File: src/rtl/int_pow_seq.sv
module int_pow_seq #(
  parameter int WIDTH = 16,
  parameter int EXP_W = 8
) (
  input  logic             clk,
  input  logic             rst,
  input  logic             start,
  input  logic [WIDTH-1:0] base,
  input  logic             base_signed,
  input  logic [EXP_W-1:0] expo,
  input  logic             exp_signed,
  output logic             busy,
  output logic             done,
  output logic [WIDTH-1:0] result,
  output logic             result_unknown
);
  localparam logic [WIDTH-1:0] ONE  = WIDTH'(1);
  localparam logic [WIDTH-1:0] ZERO = '0;

  typedef enum logic [1:0] {IDLE, LOOP, FIX} st_t;
  st_t state;

  logic [WIDTH-1:0] acc, sq;
  logic [EXP_W-1:0] e;
  logic             neg, unk;

  wire              e_neg  = exp_signed & expo[EXP_W-1];
  wire              b_neg  = base_signed & base[WIDTH-1];
  wire  [WIDTH-1:0] b_mag  = b_neg ? -base : base;
  wire              b_mone = b_neg && (b_mag == ONE);
  wire              take   = start && (state == IDLE);

  assign busy = (state != IDLE);

  always_ff @(posedge clk) begin
    if (rst) begin
      state          <= IDLE;
      acc            <= ZERO;
      sq             <= ZERO;
      e              <= '0;
      neg            <= 1'b0;
      unk            <= 1'b0;
      done           <= 1'b0;
      result         <= ZERO;
      result_unknown <= 1'b0;
    end else begin
      done <= 1'b0;
      case (state)
        IDLE: if (take) begin
          if (e_neg) begin
            acc   <= (base == ONE || b_mone) ? ONE : ZERO;
            neg   <= b_mone & expo[0];
            unk   <= (base == ZERO);
            state <= FIX;
          end else begin
            acc   <= ONE;
            sq    <= b_mag;
            e     <= expo;
            neg   <= b_neg & expo[0];
            unk   <= 1'b0;
            state <= (expo == '0) ? FIX : LOOP;
          end
        end
        LOOP: begin
          if (e[0]) acc <= acc * sq;
          sq <= sq * sq;
          e  <= e >> 1;
          if ((e >> 1) == '0) state <= FIX;
        end
        FIX: begin
          result         <= neg ? -acc : acc;
          result_unknown <= unk;
          done           <= 1'b1;
          state          <= IDLE;
        end
        default: state <= IDLE;
      endcase
    end
  end


  done_pulse_chk: assert property (@(posedge clk) disable iff (rst) done |=> !done);

  done_idle_chk: assert property (@(posedge clk) disable iff (rst) done |-> !busy);

  busy_rise_chk: assert property (@(posedge clk) disable iff (rst) (start && !busy) |=> busy);

  result_hold_chk: assert property (@(posedge clk) disable iff (rst) !done |-> $stable(result));

  unknown_zero_chk: assert property (@(posedge clk) disable iff (rst) result_unknown |-> (result == ZERO));
endmodule

File: config.mk
export PLATFORM = sky130hd
export DESIGN_NAME = int_pow_seq
export DESIGN_NICKNAME = d
export VERILOG_FILES = /design/src/rtl/int_pow_seq.sv
export SDC_FILE = /design/constraint.sdc
export NUM_CORES = 1
export LEC_CHECK = 0
export BUFFER_PORTS_ARGS = -buffer_cell sky130_fd_sc_hd__buf_2
export CAP_MARGIN = 20
export CORE_ASPECT_RATIO = 2
export CORE_MARGIN = 3
export CORE_UTILIZATION = 29
export CTS_CLUSTER_SIZE = 30
export DETAILED_ROUTE_END_ITERATION = 7
export SKIP_CTS_REPAIR_TIMING = 1
export SYNTH_ARGS = -nofsm -noshare
export SYNTH_HDL_FRONTEND = slang
export SYNTH_SLANG_ARGS = --single-unit
File: constraint.sdc
create_clock -name clk -period 5.9 [get_ports clk]
set_clock_uncertainty 0.15 [all_clocks]
set_input_delay 0.59 -clock clk [delete_from_list [all_inputs] [get_ports clk]]
set_output_delay 0.59 -clock clk [all_outputs]
set_load 0.01 [all_outputs]
# --- Word-level counts from Yosys, hierarchy flattened ---
# Index checks and enable logic that the tools add are counted.
op_classes:
  mux: 21
  n_eq_ne: 8
  mul: 2
  reduce_logical: 13
  add_sub_neg: 2
  bitwise: 4
ops:
  columns: ["cell", "count"]
  rows:
  - ["$mux W16", 6]
  - ["$pmux W16 S2", 2]
  - ["$eq A16 B1 Y1 const B", 2]
  - ["$mul A16 B16 Y16", 2]
  - ["$neg A16 Y16", 2]
  - ["$logic_not A16 Y1", 1]
  - ["$logic_not A8 Y1", 2]
  - ["$mux W8", 2]
  - ["$pmux W8 S2", 1]
  - ["$mux W2", 4]
  - ["$ne A2 B2 Y1 const B", 4]
  - ["$reduce_and A3 Y1", 2]
  - ["$mux W1", 5]
  - ["$and A1 B1 Y1", 4]
  - ["$pmux W2 S2", 1]
  - ["$reduce_and A2 Y1", 2]
  - ["$reduce_bool A2 Y1", 2]
  - ["$eq A2 B1 Y1 const B", 1]
  - ["$eq A2 B2 Y1 const B", 1]
  - ["$logic_and A1 B1 Y1", 2]
  - ["$logic_not A2 Y1", 1]
  - ["$logic_or A1 B1 Y1", 1]
totals:
  register_bits: 62
  wordCells: 59
  out_inout_bits: 19
  input_bits: 29

# --- Logic depth before layout (Yosys ltp) ---
logic_depth:
  depth_word: 9
  depth_mapped: 23
  mapped_depth_nobuf: 22

# --- Worst setup path before layout ---
# Ideal clock, no wire load.
synth_path:
  path_type: "register to register"
  startpoint: "reg sq[2]"
  endpoint: "reg sq[15]"
  arrival_ns: 5.430
  path_slack_ns: 0.190
  required_ns: 5.620
  period_less_slack_ns: 5.710
  n_path_buf: 2
  stages_incl_launch_ff: 22
  setup_ns: 0.130
  cell_sequence: "dfxtp_1 clkbuf_1 clkbuf_1 nand2_1 fa_1 fa_1 inv_1 fa_1 inv_1 fa_1 inv_1 fa_1 inv_1 fa_1 inv_1 ha_1 a21oi_1 nor2b_1 a311o_1 o31ai_2 xnor2_1 o22ai_1"
synth_between:
  elab_chain_len: 2
synth_rtl:
  columns: ["element", "line", "rtl"]
  rows:
  - ["start: declaration", "23", "logic [WIDTH-1:0] acc, sq;"]
  - ["start signal: assignment", "57", "sq <= b_mag;"]
  - ["start signal: assignment", "66", "sq <= sq * sq;"]
  - ["$mul A16 B16 Y16", "66", null]
  - ["$pmux W16 S2", "48", "case (state)"]
# Every way passes these cells.
# A chain may end at the register's enable or synchronous reset.

# --- Worst setup path after layout ---
layout_path:
  startpoint: "reg sq[7]"
  endpoint: "reg acc[15]"
layout_between:
  elab_chain_len: 3
layout_rtl:
  columns: ["element", "line", "rtl"]
  rows:
  - ["$mul A16 B16 Y16", "65", "if (e[0]) acc <= acc * sq;"]
  - ["$mux W16", "65", null]
  - ["$pmux W16 S2", "48", null]
  - ["end signal: assignment", "51", "acc <= (base == ONE || b_mone) ? ONE : ZERO;"]
  - ["end signal: assignment", "65", null]
  - ["end: declaration", "23", null]
# Every way passes these cells. The select of a mux whose other input is x is not followed.

==> out/metrics.csv <==
metric,value,unit
status,"finished, final reports clean",
Die H,273,µm
Peak VDD IR,0.000209,V
WL final,29700,µm
Mapped Nets,1516,
die area,38000,µm²
max incr delay on CP,600,ps
count of cell types in the netlist,63,
FF-to-FF Start,sq[7],
hold slack,300,ps
"Max FO, Critical Path",8,
pin count of the biggest net entering global routing,66,
final instance area,11500,µm²
WL/cell,17.2,µm
Port Buffer Count,47,
Worst Reg-to-Reg Cells,18,
final hold vios,0,
area grow syn2layout,11.6,%
GRT overflow,0,
Post-Syn Area,10300,µm²
post-DR vias/cell,4.86,
cell mode on critical path,fa_1,
Avg Synthesized Cell Area,8.33,µm²
final cell count without fillers,1725,
Worst-Margin Slew,748,ps
first-pass GRT wire length,48200,µm
critical path endpoint,acc[15],
Fillers,3627,
I/O Pins,48,
Slowest cell on crit path,dfxtp_1,
Post-DP Area,11200,µm²
post-DP HPWL,24600,µm
ANT nets after route,0,
"Reg clk slew, reported paths",60,ps
Worst EP arrival,5720,ps
Tcrit/Tclk final,96.3,%
CTS Sinks,62,
Fmax,176,MHz
critical path class,reg -> reg,
"Setup violations, final",0,
Residual DRC,0,
r2r endpoint,acc[15],
CP Data Required Time,5940,ps
DRT iter0 DRCs,342,
fraction of layout cells with a size suffix above 1,9.92,%
"EDFF count, synth",0,
# nets final,1552,
setup TNS,0,ps
"commonest non-fill, non-tap cell in the layout",inv_1,
warning count from the yosys run,0,
Synth Instances,1239,
die width,139,µm
Post-synth top flop,dfxtp_1,
core box area,35100,µm²
Row Count,97,
crit path launch,sq[7],
RSZ-0062 raised after global routing,false,
register area share after synthesis,12.0,%
Rel. slew slack,50.1,%
leakage power,5.53,nW
CTS H-Tree Depth,3,
Inserted Diodes,0,
GR Util All Layers,16.0,%
crit path cell chain,"buf_4, nand2_1, fa_1, inv_1, fa_1, fa_1, fa_1, inv_1, fa_1, fa_1, xor2_1, xnor2_1, xnor2_1, xnor2_1, xnor3_1, nor3_1, nand3b_1, a21oi_1",
clock latency at the later pin of the worst-skew pair,340,ps
vias in the first global route,9073,
starting density of the core,29.4,%
Yosys reg bits,62,
clk root buf,clkbuf_16,
CTS tree,done,
Placed Cells,1709,
R2R Setup Slk,220,ps
final critical-path required period,5680,ps
final RePlAce weighted congestion,0.893,
pwr/cell area,187,nW/µm²
most frequent cells in the layout,"inv_1 (230), nand2_1 (161), fa_1 (147), ha_1 (101), and2_1 (85)",
final setup margin,216,ps
DR vias,8383,
Synth async-reset ratio,0,%
total CTS buffers,9,
Pre-antenna DRT Iters,4,
Clock Path Buffers,2,
initial antenna violation count,0,
max-cap viol count,0,
Worst Setup Start Kind,flop,
"Slew Viols, Final",0,
worst hold path type,reg -> reg,
Crit. End Element,flop,
Post-Place Setup Slack,107,ps
power breakdown:
| part | switching [mW] | internal, mW |
|---|---|---|
| combinational | 0.641 | 0.406 |
| clock | 0.223 | 0.330 |
| sequential | 0.0828 | 0.472 |
| total | 0.947 | 1.21 |
sequential cells by signal (all words and copies together) (netlist names):
register and count:
state 2, unk 1, acc 16, result_unknown 1, result 16, done 1, e 8, sq 16
neg 1
cells in the mapped netlist (all sizes together) (4+ instances only):
cell type / count / share of area [%]
dfxtp: 62 / 12
o21ai: 19 / 0.92
a31oi: 4 / 0.24
ha: 101 / 12
and2: 85 / 5.2
a211oi: 15 / 1.1
a21o: 10 / 0.73
nand2b: 7 / 0.42
nor2: 64 / 2.3
nor3: 12 / 0.80
a21oi: 53 / 2.6
nand2: 161 / 5.9
o22ai: 4 / 0.24
or3: 6 / 0.41
o31ai: 8 / 0.68
xor2: 24 / 2.0
inv: 230 / 8.4
buf: 4 / 0.21
and3: 5 / 0.30
nor2b: 8 / 0.48
nor4: 7 / 0.42
a2111oi: 4 / 0.46
clkbuf: 62 / 2.3
xnor2: 66 / 5.6
a22oi: 18 / 1.3
fa: 147 / 29
nand3: 8 / 0.44
worst max-delay path: cells and delay by family (launching register included):
family	cells	cell delay [ps]
fa+ha+maj	6	2920
xor+xnor	5	1110
flops	1	600
simple gates	3	340
buf+inv	3	340
compound gates	1	70
kinds of logic after synthesis:
family	synth area share, %
multiplexers	0.194
AND/OR/NAND/NOR	17.8
flip-flops	12.0
AO/OA/AOI/OAI	10.6
adder cells (fa/ha/maj)	40.8
XOR/XNOR	7.86
buffers and inverters	10.8
how the worst min path moves through the flow:
stage                              start             end  slack (ps)  cells after the start
after global routing      result_unknown  result_unknown         320                      2
after CTS                      result[8]       result[8]         300                      2
final                          result[8]       result[8]         300                      2
after detailed placement       result[8]       result[8]         290                      2
after global placement         result[8]       result[8]         290                      2
after floorplan                      unk  result_unknown         280                      2
stage by stage:
stage | power [mW] | util (%)
6_report | 2.16 | 32.8
5_1_grt | 2.30 | 32.8
4_1_cts | 2.18 | 32.8
3_5_place_dp | 1.62 | 31.9
3_3_place_gp | 1.61 | 31.9
2_1_floorplan | 1.23 | -
metal layers:
layer / routed length, µm / global-route usage, % / up-vias / part of all wire (%)
met5: 0 / 0 / - / 0
met3: 672 / 1.17 / 72 / 2.3
met1: 9750 / 15.2 / 4192 / 33
li1: - / - / 3939 / -
met4: 1540 / 7.94 / 0 / 5.2
met2: 17700 / 33.1 / 180 / 60
area by class of cell:
type / instances / area (µm²) / share of cell area, %
multi-input combinational: 881 / 7970 / 69.1
sequential: 62 / 1250 / 10.8
inverter: 230 / 863 / 7.49
timing repair buffer: 91 / 586 / 5.08
tap: 445 / 557 / 4.83
clock buffer: 10 / 229 / 1.99
clock inverter: 6 / 71.3 / 0.619
No activity file was read; power rests on OpenSTA's default activity.
